==> src/rtl/hpir_pkg.sv <==
package hpir_pkg;
  // External location map; positions matter to the host software.
  localparam int EXT_AW      = 3;
  localparam int LOC_CHAN    = 7;
  localparam int LOC_IADDR   = 6;
  localparam int BYTE_W      = 8;
  localparam int WORD_BYTES  = 4;
  localparam int WORD_W      = BYTE_W * WORD_BYTES;
  localparam int IDX_W       = $clog2(WORD_BYTES);

  typedef enum logic [1:0] {
    LOC_K_DATA   = 2'd0,
    LOC_K_ADDR   = 2'd1,
    LOC_K_SEL    = 2'd2,
    LOC_K_UNUSED = 2'd3
  } loc_kind_e;
endpackage

==> src/rtl/hpir_decode.sv <==
module hpir_decode
  import hpir_pkg::*;
(
  input  logic              cs,
  input  logic              rd,
  input  logic              wr,
  input  logic [EXT_AW-1:0] addr,
  output logic              rd_en,
  output logic              wr_en,
  output loc_kind_e         kind,
  output logic [IDX_W-1:0]  byte_idx
);
  assign rd_en    = cs & rd;
  assign wr_en    = cs & wr;
  assign byte_idx = addr[IDX_W-1:0];

  always_comb begin
    if (int'(addr) < WORD_BYTES)       kind = LOC_K_DATA;
    else if (int'(addr) == LOC_CHAN)   kind = LOC_K_SEL;
    else if (int'(addr) == LOC_IADDR)  kind = LOC_K_ADDR;
    else                               kind = LOC_K_UNUSED;
  end
endmodule

==> src/rtl/hpir_holding.sv <==
module hpir_holding
  import hpir_pkg::*;
(
  input  logic              clk,
  input  logic              rst_n,
  input  logic              snap_en,
  input  logic              stage_en,
  input  logic [IDX_W-1:0]  stage_idx,
  input  logic [BYTE_W-1:0] wdata,
  input  logic [WORD_W-1:0] live_word,
  output logic [WORD_W-1:0] hold_q,
  output logic [WORD_W-1:0] commit_word
);
  for (genvar b = 0; b < WORD_BYTES; b++) begin : g_byte
    always_ff @(posedge clk) begin
      if (!rst_n)
        hold_q[b*BYTE_W +: BYTE_W] <= '0;
      else if (stage_en && int'(stage_idx) == b)
        hold_q[b*BYTE_W +: BYTE_W] <= wdata;
      else if (snap_en)
        hold_q[b*BYTE_W +: BYTE_W] <= live_word[b*BYTE_W +: BYTE_W];
    end

    if (b == WORD_BYTES - 1) begin : g_top
      assign commit_word[b*BYTE_W +: BYTE_W] = wdata;
    end else begin : g_low
      assign commit_word[b*BYTE_W +: BYTE_W] = hold_q[b*BYTE_W +: BYTE_W];
    end
  end

  assert_snapshot_whole_R4: assert property (@(posedge clk) disable iff (!rst_n)
    snap_en && !stage_en |=> hold_q == $past(live_word));

  assert_collision_merge_R10: assert property (@(posedge clk) disable iff (!rst_n)
    snap_en && stage_en && stage_idx == '0 |=>
      hold_q[BYTE_W-1:0] == $past(wdata) &&
      hold_q[WORD_W-1:BYTE_W] == $past(live_word[WORD_W-1:BYTE_W]));
endmodule

==> src/rtl/hpir_regfile.sv <==
module hpir_regfile
  import hpir_pkg::*;
#(
  parameter int          NUM_CH    = 4,
  parameter logic [7:0]  FREQ_ADDR = 8'h02
) (
  input  logic              clk,
  input  logic              rst_n,
  input  logic [BYTE_W-1:0] chan,
  input  logic [BYTE_W-1:0] iaddr,
  input  logic              commit,
  input  logic [WORD_W-1:0] commit_word,
  output logic [WORD_W-1:0] live_word
);
  localparam int CH_W = (NUM_CH > 1) ? $clog2(NUM_CH) : 1;
  localparam logic [BYTE_W-1:0] NUM_CH_V = BYTE_W'(NUM_CH);

  logic               chan_ok;
  logic               addr_ok;
  logic [WORD_W-1:0]  freq_q [NUM_CH];

  assign chan_ok = chan < NUM_CH_V;
  assign addr_ok = iaddr == FREQ_ADDR;

  for (genvar c = 0; c < NUM_CH; c++) begin : g_ch
    logic hit;
    assign hit = commit && chan_ok && addr_ok && int'(chan) == c;

    always_ff @(posedge clk) begin
      if (!rst_n)   freq_q[c] <= '0;
      else if (hit) freq_q[c] <= commit_word;
    end

    assert_word_kept_R7: assert property (@(posedge clk) disable iff (!rst_n)
      !(commit && int'(chan) == c && iaddr == FREQ_ADDR) |=> $stable(freq_q[c]));
  end

  always_comb begin
    live_word = '0;
    if (chan_ok && addr_ok) live_word = freq_q[chan[CH_W-1:0]];
  end
endmodule

==> src/rtl/hostport_indirect_regs.sv <==
module hostport_indirect_regs
  import hpir_pkg::*;
#(
  parameter int         NUM_CH    = 4,
  parameter logic [7:0] FREQ_ADDR = 8'h02
) (
  input  logic              clk,
  input  logic              rst_n,
  input  logic              cs,
  input  logic              rd,
  input  logic              wr,
  input  logic [EXT_AW-1:0] addr,
  input  logic [BYTE_W-1:0] wdata,
  output logic [BYTE_W-1:0] rdata
);
  localparam logic [BYTE_W-1:0] NUM_CH_V = BYTE_W'(NUM_CH);

  logic              rd_en, wr_en;
  loc_kind_e         kind;
  logic [IDX_W-1:0]  byte_idx;
  logic [BYTE_W-1:0] chan_q, iaddr_q, rd_byte;
  logic [WORD_W-1:0] live_word, hold_q, commit_word;
  logic              snap_en, stage_en, commit;

  hpir_decode u_dec (
    .cs(cs), .rd(rd), .wr(wr), .addr(addr),
    .rd_en(rd_en), .wr_en(wr_en), .kind(kind), .byte_idx(byte_idx)
  );

  assign snap_en  = rd_en && kind == LOC_K_DATA && byte_idx == '0;
  assign stage_en = wr_en && kind == LOC_K_DATA;
  assign commit   = stage_en && int'(byte_idx) == WORD_BYTES - 1;

  always_ff @(posedge clk) begin
    if (!rst_n) begin
      chan_q  <= '0;
      iaddr_q <= '0;
    end else if (wr_en) begin
      if (kind == LOC_K_SEL)  chan_q  <= wdata;
      if (kind == LOC_K_ADDR) iaddr_q <= wdata;
    end
  end

  hpir_holding u_hold (
    .clk(clk), .rst_n(rst_n), .snap_en(snap_en), .stage_en(stage_en),
    .stage_idx(byte_idx), .wdata(wdata), .live_word(live_word),
    .hold_q(hold_q), .commit_word(commit_word)
  );

  hpir_regfile #(.NUM_CH(NUM_CH), .FREQ_ADDR(FREQ_ADDR)) u_rf (
    .clk(clk), .rst_n(rst_n), .chan(chan_q), .iaddr(iaddr_q),
    .commit(commit), .commit_word(commit_word), .live_word(live_word)
  );

  always_comb begin
    unique case (kind)
      LOC_K_DATA:   rd_byte = (byte_idx == '0) ? live_word[BYTE_W-1:0]
                                               : hold_q[byte_idx*BYTE_W +: BYTE_W];
      LOC_K_SEL:    rd_byte = chan_q;
      LOC_K_ADDR:   rd_byte = iaddr_q;
      default:      rd_byte = '0;
    endcase
  end

  always_ff @(posedge clk) begin
    if (!rst_n)     rdata <= '0;
    else if (rd_en) rdata <= rd_byte;
  end

  assert_rdata_hold_R3: assert property (@(posedge clk) disable iff (!rst_n)
    !rd_en |=> $stable(rdata));

  assert_chan_latch_R2: assert property (@(posedge clk) disable iff (!rst_n)
    wr_en && int'(addr) == LOC_CHAN |=> chan_q == $past(wdata));

  assert_bad_chan_zero_R7: assert property (@(posedge clk) disable iff (!rst_n)
    rd_en && addr == '0 && chan_q >= NUM_CH_V |=> rdata == '0);

  assert_unmapped_zero_R8: assert property (@(posedge clk) disable iff (!rst_n)
    rd_en && addr == '0 && iaddr_q != FREQ_ADDR |=> rdata == '0);
endmodule

==> config.mk <==
export PLATFORM = sky130hd
export DESIGN_NAME = hostport_indirect_regs
export DESIGN_NICKNAME = d
export VERILOG_FILES = /design/src/rtl/hpir_pkg.sv /design/src/rtl/hpir_decode.sv /design/src/rtl/hpir_holding.sv /design/src/rtl/hpir_regfile.sv /design/src/rtl/hostport_indirect_regs.sv
export SDC_FILE = /design/constraint.sdc
export NUM_CORES = 1
export LEC_CHECK = 0
export BUFFER_PORTS_ARGS = -buffer_cell sky130_fd_sc_hd__buf_2
export CAP_MARGIN = 10
export CORE_ASPECT_RATIO = 0.7
export CORE_MARGIN = 2
export CORE_UTILIZATION = 56
export DETAILED_ROUTE_END_ITERATION = 8
export PLACE_DENSITY = 0.84
export SLEW_MARGIN = 15
export SYNTH_ARGS = -nofsm -noshare
export SYNTH_HDL_FRONTEND = slang
export SYNTH_SLANG_ARGS = --single-unit
==> constraint.sdc <==
create_clock -name clk -period 3.1 [get_ports clk]
set_input_delay 0.31 -clock clk [delete_from_list [all_inputs] [get_ports clk]]
set_output_delay 0.31 -clock clk [all_outputs]
set_load 0.01 [all_outputs]
# Yosys cells after proc, flatten, opt, wreduce, memory -nomap -nowiden
# Memory sizes are Yosys's and may differ from the RTL's. A register that Yosys moved wholly into a read port is not among the register bits.
# Index checks and enable logic that the tools add are counted.
# op_classes
muxes	33
bitwise_logic	6
magnitude_cmp	2
n_reduce_logical	24
shift	1
eq_ne	11
# ops
operator	n
$mux 32	5
$mux 8	9
$shiftx 32x6->8	1
$pmux 8 s3	1
$eq 8x2->1 const B	2
$eq 8x3->1 const B	2
$logic_and 1x1->1	14
$mux 1	13
$mux 2	5
$logic_not 8->1	1
$lt 8x3->1 const B	1
$reduce_bool 2->1	4
$eq 2x2->1 const B	3
$logic_not 2->1	3
$eq 2x1->1 const B	2
$or 1x1->1	4
$reduce_and 2->1	2
$eq 3x1->1 const B	1
$eq 3x2->1 const B	1
$lt 3x3->1 const B	1
$and 1x1->1	2
# totals
regBits	56
memories	1
ramBits	128
output_inout_bits	8
# mem_list
name	words	word_bits	rd	rd_clocked_by_memory_dff	wr	line	text
u_rf.freq_q	4	32	1	1	4	hpir_regfile.sv:20	logic [WORD_W-1:0] freq_q [NUM_CH];

# Logic depth before layout (Yosys ltp)
# Gate-level depths: netlist of run 1.
# logic_depth
depth_word	14
ltp_mapped	7
depth_no_buf	4

# Cells and area by module
# A second synthesis of run 1 with hierarchy kept.
# unflattened
cells_unflattened	734
hier_area_um2	9072.5
# modules_own_cells
mod	seq_area_each_um2	area_each_um2	cells_per_inst	n_inst
hpir_regfile	3843.7	5979.5	412	1
hpir_holding	640.6	1739.2	165	1
hostport_indirect_regs	480.5	1307.5	150	1
hpir_decode	0.0	46.3	7	1

# Least setup slack after synthesis of run 1
# No wires, ideal clock.
# synth_timing
kind	register -> register
start	register iaddr_q[7]
end	memory u_rf.freq_q[1][0] in the netlist's numbering, enable pin
t_arrival_ps	2916
path_slack_ps	-241
required_time_ps	2675
path_stages_with_launch	5
path_buffers	0
cell_sequence	dfxtp_1 > nor4b_2 > nand4_2 > or4_4 > o21ai_1
# synth_rtl
element	line	text
start, declared	hostport_indirect_regs.sv:21	logic [BYTE_W-1:0] chan_q, iaddr_q, rd_byte;
start signal, assigned	hostport_indirect_regs.sv:40	if (kind == LOC_K_ADDR) iaddr_q <= wdata;
end, declared	hpir_regfile.sv:20	

==> results.sh, run 1 <==
export IMPL_status="finished, final reports clean"
export IMPL_ys_warn_count=0
export IMPL_portBuffers=23
export IMPL_maxCapViolCount=0
export IMPL_grt_pass1_vias=5687
export IMPL_wl_per_cell_um=25.9
export IMPL_seqPwrFrac_pct=54.6
export IMPL_n_antenna_cell=0
export IMPL_power_total_mw=5.02
export IMPL_p_int_mw=3.88
export IMPL_dr_pass1_iters=7
export IMPL_max_vdd_ir_drop_mv=0.397
export IMPL_multi_input_area_sq_um=3180
export IMPL_path_buf_inv=1
export IMPL_syn_area_sq_um=8420
export IMPL_antenna_found_initial=0
export IMPL_final_core_utilization_pct=63.5
export IMPL_layout_area_overhead_vs_synth_pct=10.6
export IMPL_end_kind="flip-flop"
export IMPL_dp_hpwl_um=13000
export IMPL_gr_total_overflow=0
export IMPL_cts_resized=0
export IMPL_cp_max_fo=32
export IMPL_path_cells="nor4b_2 > nand4_2 > or4_4 > o31ai_4 > buf_4"
export IMPL_place_congestion=0.900
export IMPL_skew_ns=0.00811
export IMPL_leakage_nw=3.24
export IMPL_switching_share_pct=22.6
export IMPL_post_cts_buffers=0
export IMPL_die_h_um=107
export IMPL_tns_ns=0
export IMPL_cts_tree="built"
export IMPL_finalMaxSlewViolations=0
export IMPL_design_area_sq_um=9310
export IMPL_path_class="flip-flop to flip-flop"
export IMPL_hold_viol=0
export IMPL_start_util_pct=57.4
export IMPL_cpLargestDelayFamily="simple AND/OR/NAND/NOR gates"
export IMPL_yosysUniqueCellTypes=40
export IMPL_fin_ws_ns=0.546
export IMPL_cp_start_kind="flip-flop"
export IMPL_yosysSeqAreaShare_pct=59.4
export IMPL_drt_iter0_drc=734
export IMPL_die_w_um=151
export IMPL_clk_latency_ns=0.43
export IMPL_vias_per_cell=6.85
export IMPL_cts_buffer_depth=2
export IMPL_clock_sinks=186
export IMPL_post_route_period_util_pct=82.4
export IMPL_core_sq_um=14700
export IMPL_vias=5667
export IMPL_syn_area_per_cell_sq_um=13.7
export IMPL_p_comb_share_pct=5.1
export IMPL_pin_count=24
export IMPL_rsz0062_at_grt="no"
export IMPL_drt_total_wl_um=21400
export IMPL_ys_ff_latch=186
export IMPL_num_rows=37
export IMPL_relSlewSlack_pct=35.1
export IMPL_grt_use_total_pct=28.5
export IMPL_fmax_ghz=0.392
export IMPL_regArea_sq_um=5010
export IMPL_p_switching_mw=1.13
export IMPL_numCtsBuffers=17
export IMPL_h_tree_depth=4
export IMPL_drive_above_1_share_pct=19.0
export IMPL_hold_buffers=0
export IMPL_crit_path_max_incr_delay_ns=0.63
export IMPL_place_ws_ns=0.578
export IMPL_crit_slowest_cell="or4_4"
export IMPL_critPathRequiredTime_ns=3.17
export IMPL_syn_inst=616
export IMPL_placed_area_sq_um=8780
export IMPL_fillers=1008
export IMPL_cts_root_buf="clkbuf_16"
export IMPL_min_period_ns=2.55
export IMPL_grt_pass1_wl_um=33500
export IMPL_nets=635
export IMPL_p_clk_share_pct=40.3
export IMPL_r2r_slack_ns=0.55
export IMPL_syn_nets=632
export IMPL_setup_viol=0
export IMPL_final_antenna_net_count=0
export IMPL_grt_max_degree=62
export IMPL_hold_path_class="primary input to flip-flop"
export IMPL_die_area_sq_um=16100
export IMPL_drc_errors=0
export IMPL_worst_slew_pin_slew_ns=0.973
export IMPL_pwr_density_cell_nw_per_um2=539
export IMPL_arrival_ns=2.62
export IMPL_path_clk_slew_ns=0.07
[cell families (layout without fill, tap and decap cells)]
family / count (synthesis) / in the layout / synth area share (%)
simple gates: 217 / 217 / 16.8
mux: 56 / 56 / 11.4
flops: 186 / 186 / 59.4
buf+inv: 73 / 89 / 3.45
compound gates: 84 / 84 / 8.90
[synth_stat cells]
| master | instances | share of area [%] |
|---|---|---|
| edfxtp_1 | 128 | 46 |
| and2_1 | 106 | 7.9 |
| dfxtp_1 | 58 | 14 |
| clkbuf_1 | 35 | 1.6 |
| a221o_1 | 32 | 3.8 |
| mux4_2 | 32 | 8.6 |
| mux2i_1 | 24 | 2.9 |
| nor3b_1 | 24 | 2.1 |
| nor4_1 | 24 | 1.8 |
| inv_1 | 19 | 0.85 |
| nor2_1 | 19 | 0.85 |
| buf_2 | 13 | 0.77 |
| nand2_1 | 12 | 0.53 |
| and3_1 | 10 | 0.74 |
| a22oi_1 | 8 | 0.71 |
| o2bb2ai_1 | 8 | 0.83 |
| a222oi_1 | 7 | 0.83 |
| o211ai_1 | 7 | 0.62 |
| o21a_1 | 7 | 0.62 |
| buf_1 | 6 | 0.27 |
| nor3_2 | 4 | 0.48 |
| nor4_2 | 4 | 0.59 |
| o21ai_1 | 4 | 0.24 |
| a31oi_1 | 3 | 0.22 |
| nand2b_1 | 3 | 0.22 |
| a221oi_1 | 2 | 0.21 |
| a221oi_2 | 2 | 0.36 |
| and3b_1 | 2 | 0.21 |
| nor2b_1 | 2 | 0.15 |
| a21boi_0 | 1 | 0.089 |
| nand3_1 | 1 | 0.059 |
| nand4_2 | 1 | 0.15 |
| nand4_4 | 1 | 0.25 |
| nor3_4 | 1 | 0.19 |
| nor4b_2 | 1 | 0.18 |
| nor4b_4 | 1 | 0.28 |
| o221ai_1 | 1 | 0.10 |
| o31ai_2 | 1 | 0.15 |
| o32ai_1 | 1 | 0.10 |
| or4_4 | 1 | 0.13 |
[worst register-to-register path, stage by stage (launching register included)]
cell,delay (ns)
dfxtp_1,0.35
nor4b_2,0.32
nand4_2,0.18
or4_4,0.63
o31ai_4,0.19
buf_4,0.49
[routing by layer]
metal / global-route usage, % / part of all wire [%] / vias to the layer above
li1: - / - / 2386
met1: 41.2 / 39 / 2798
met2: 42.2 / 45 / 421
met3: 6.55 / 12 / 62
met4: 11.5 / 3.0 / 0
met5: 0 / 0 / -
[power by group through the flow]
| stage | registers (mW) | clock network (mW) | logic [mW] |
|---|---|---|---|
| after floorplan | 2.78 | 0 | 0.158 |
| after global placement | 2.79 | 0 | 0.239 |
| after detailed placement | 2.79 | 0 | 0.245 |
| after CTS | 2.74 | 2.02 | 0.249 |
| after global routing | 2.74 | 2.12 | 0.266 |
| final | 2.74 | 2.02 | 0.256 |
[metrics by stage]
step,hold slack [ns],instances
3_5_place_dp,0.472,795
6_report,0.316,827
5_1_grt,0.328,827
4_1_cts,0.308,827
3_3_place_gp,0.471,795
2_1_floorplan,0.455,616
[cells in the final DEF (no fill, tap or decap), types with 2 or more instances in the layout]
cell type	instances
nor3b_1	24
clkinv_4	2
nor4_1	24
a221oi_1	2
buf_4	11
buf_2	23
clkinv_2	2
o211ai_1	7
nor3_2	4
a22oi_1	8
nand2b_1	3
clkbuf_16	18
nor4_2	3
inv_6	2
dfxtp_1	57
inv_4	3
clkbuf_2	2
a31oi_1	3
nor2_1	19
a221o_1	32
o2bb2ai_1	8
edfxtp_1	128
nor2b_1	2
o21ai_4	3
clkbuf_1	3
inv_1	19
and3b_1	2
and2_1	106
a221oi_2	2
buf_12	4
mux4_2	32
nand2_1	12
o21a_1	7
mux2i_1	24
and3_1	10
a222oi_1	7
[state kept, by name, indices dropped and copies added (netlist names), named ones only]
| signal | count |
|---|---|
| chan_q | 8 |
| u_rf.freq_q | 128 |
| u_hold.hold_q | 8 |
| iaddr_q | 8 |
| rdata | 8 |
| u_hold.commit_word | 24 |
[layout make-up]
type,instances,area share [%]
repair buffers,38,2.98
flip-flops and latches,186,53.8
clock inverters,9,0.685
multi-input cells,357,34.1
well taps,195,2.62
inverters,19,0.766
clock buffers,23,5.07
[worst paths after layout]
path | startpoint | to | depth (start not counted)
worst max-delay path | iaddr_q[7] | u_rf.freq_q[0][24] | 5
worst min-delay path | wdata[6] | iaddr_q[6] | 3
worst max register to register | iaddr_q[7] | u_rf.freq_q[0][24] | 5
worst min register to register | u_hold.hold_q[30] | u_hold.hold_q[30] | 1
No activity file was read; power rests on OpenSTA's default activity.
==> run 2: changes to the inputs <==
--- a/config.mk
+++ b/config.mk
@@ -9,9 +9,9 @@
 export CAP_MARGIN = 10
 export CORE_ASPECT_RATIO = 0.7
 export CORE_MARGIN = 2
-export CORE_UTILIZATION = 56
+export CORE_UTILIZATION = 60
 export DETAILED_ROUTE_END_ITERATION = 8
-export PLACE_DENSITY = 0.84
+export PLACE_DENSITY = 0.85
 export SLEW_MARGIN = 15
 export SYNTH_ARGS = -nofsm -noshare
 export SYNTH_HDL_FRONTEND = slang
==> constraint.sdc (replaced) <==
create_clock -name clk -period 2.7 [get_ports clk]
set_input_delay 0.27 -clock clk [delete_from_list [all_inputs] [get_ports clk]]
set_output_delay 0.27 -clock clk [all_outputs]
set_load 0.01 [all_outputs]
==> results.sh, run 2 (synthesis results as in run 1) <==
export IMPL_hold_buffers=0
export IMPL_skew_ns=0.00703
export IMPL_crit_path_max_incr_delay_ns=0.54
export IMPL_path_clk_slew_ns=0.07
export IMPL_fin_cells=833
export IMPL_regMostFlops="u_rf.freq_q"
export IMPL_grt_pass1_vias=5651
export IMPL_start_util_pct=60.9
export IMPL_tns_ns=0
export IMPL_wl_per_cell_um=25.5
export IMPL_switching_share_pct=22.7
export IMPL_hold_ws_ns=0.292
export IMPL_pin_count=24
export IMPL_hold_viol=0
export IMPL_status="finished, final reports clean"
export IMPL_layout_area_overhead_vs_synth_pct=12.2
export IMPL_maxCapViolCount=0
export IMPL_h_tree_depth=4
export IMPL_rsz0062_at_grt="no"
export IMPL_core_sq_um=13800
export IMPL_final_antenna_net_count=0
export IMPL_clk_latency_ns=0.43
export IMPL_max_vdd_ir_drop_mv=0.468
export IMPL_drt_total_wl_um=21300
export IMPL_path_cells="nor4_2 > nand4_2 > or4_4 > o31ai_4 > buf_4"
export IMPL_post_cts_buffers=0
export IMPL_numCtsBuffers=17
export IMPL_relSlewSlack_pct=47.8
export IMPL_dr_pass1_iters=5
export IMPL_post_route_period_util_pct=88.3
export IMPL_multi_input_area_sq_um=3180
export IMPL_layout_common_cells="edfxtp_1 (128), and2_1 (106), dfxtp_1 (57), mux4_2 (32), a221o_1 (32)"
export IMPL_placedCellCount=801
export IMPL_drive_above_1_share_pct=20.7
export IMPL_p_comb_share_pct=5.3
export IMPL_cts_resized=0
export IMPL_cp_max_fo=21
export IMPL_die_w_um=146
export IMPL_largest_reg_flops=128
export IMPL_place_congestion=0.919
export IMPL_drt_iter0_drc=711
export IMPL_cts_buffer_depth=2
export IMPL_p_clk_share_pct=41.3
export IMPL_fillers=965
export IMPL_cts_tree="built"
export IMPL_grt_pass1_wl_um=33000
export IMPL_seqPwrFrac_pct=53.4
export IMPL_die_h_um=103
export IMPL_dp_hpwl_um=13200
export IMPL_mostFrequentLayoutCell="edfxtp_1"
export IMPL_min_period_ns=2.38
export IMPL_setup_viol=0
export IMPL_cp_start_kind="flip-flop"
export IMPL_fmax_ghz=0.419
export IMPL_leakage_nw=3.30
export IMPL_antenna_found_initial=0
export IMPL_portBuffers=23
export IMPL_path_class="flip-flop to flip-flop"
export IMPL_die_area_sq_um=15000
export IMPL_end_kind="flip-flop"
export IMPL_nets=646
export IMPL_p_int_mw=4.55
export IMPL_grt_use_total_pct=30.0
export IMPL_cts_root_buf="clkbuf_16"
export IMPL_grt_max_degree=62
export IMPL_clock_sinks=186
export IMPL_vias=5663
export IMPL_critPathRequiredTime_ns=2.80
export IMPL_final_core_utilization_pct=68.3
export IMPL_crit_slowest_cell="or4_4"
export IMPL_pwr_density_cell_nw_per_um2=623
export IMPL_regArea_sq_um=5010
export IMPL_num_rows=36
export IMPL_gr_total_overflow=0
export IMPL_drc_errors=0
export IMPL_arrival_ns=2.49
export IMPL_vias_per_cell=6.80
export IMPL_finalMaxSlewViolations=0
export IMPL_n_antenna_cell=0
export IMPL_hold_path_class="primary input to flip-flop"
export IMPL_worst_slew_pin_slew_ns=0.782
export IMPL_p_switching_mw=1.34
==> run 2: changes by cell type in the layout (fill, tap and decap cells not counted), sizes merged <==
cell / previous run / this run
clkbuf: 23 / 20
bufinv: 0 / 1
clkinvlp: 0 / 4
buf: 38 / 49
inv: 24 / 22
==> run 2: worst paths after layout <==
check,start,cells after the start,slack (ns),end
min,wdata[5],3,0.29,chan_q[5]
min reg2reg,u_hold.hold_q[30],1,0.49,u_hold.hold_q[30]
max,chan_q[4],5,0.32,u_rf.freq_q[0][22]
max reg2reg,chan_q[4],5,0.32,u_rf.freq_q[0][22]
==> run 2: layout make-up <==
class	count	share of cell area [%]
timing repair buffer	49	4.08
clock inverter	12	1.22
tap	190	2.52
multi-input combinational	357	33.6
inverter	19	0.755
sequential	186	53.0
clock buffer	20	4.83
==> run 2: worst max-delay path, delay by kind of cell (launching register included) <==
family	cells	cell delay [ns]
simple gates	3	1.08
buf+inv	1	0.35
flops	1	0.35
compound gates	1	0.28
==> run 2: power groups by stage <==
stage / Sequential, mW / Clock (mW) / Combinational [mW]
floorplan: 3.19 / 0 / 0.184
finish: 3.14 / 2.43 / 0.312
CTS: 3.14 / 2.45 / 0.304
detailed placement: 3.20 / 0 / 0.301
global route: 3.15 / 2.55 / 0.327
global placement: 3.20 / 0 / 0.294
==> run 2: per-stage QoR <==
| stage | total power, mW | worst slack [ns] | instance area, sq um |
|---|---|---|---|
| after floorplan | 3.38 | 0.00225 | 8450 |
| after global placement | 3.49 | 0.407 | 8880 |
| after detailed placement | 3.50 | 0.329 | 8880 |
| after CTS | 5.89 | 0.312 | 9450 |
| after global routing | 6.02 | 0.216 | 9450 |
| final | 5.88 | 0.316 | 9450 |
==> run 2: metal layers <==
metal	vias up	global-route usage (%)	share of wire, %	wire length (um)
li1	2402	-	-	-
met5	-	2.19	0.21	45
met1	2850	40.7	40	8580
met4	2	10.8	2.7	585
met2	355	46.6	46	9730
met3	54	9.03	11	2340
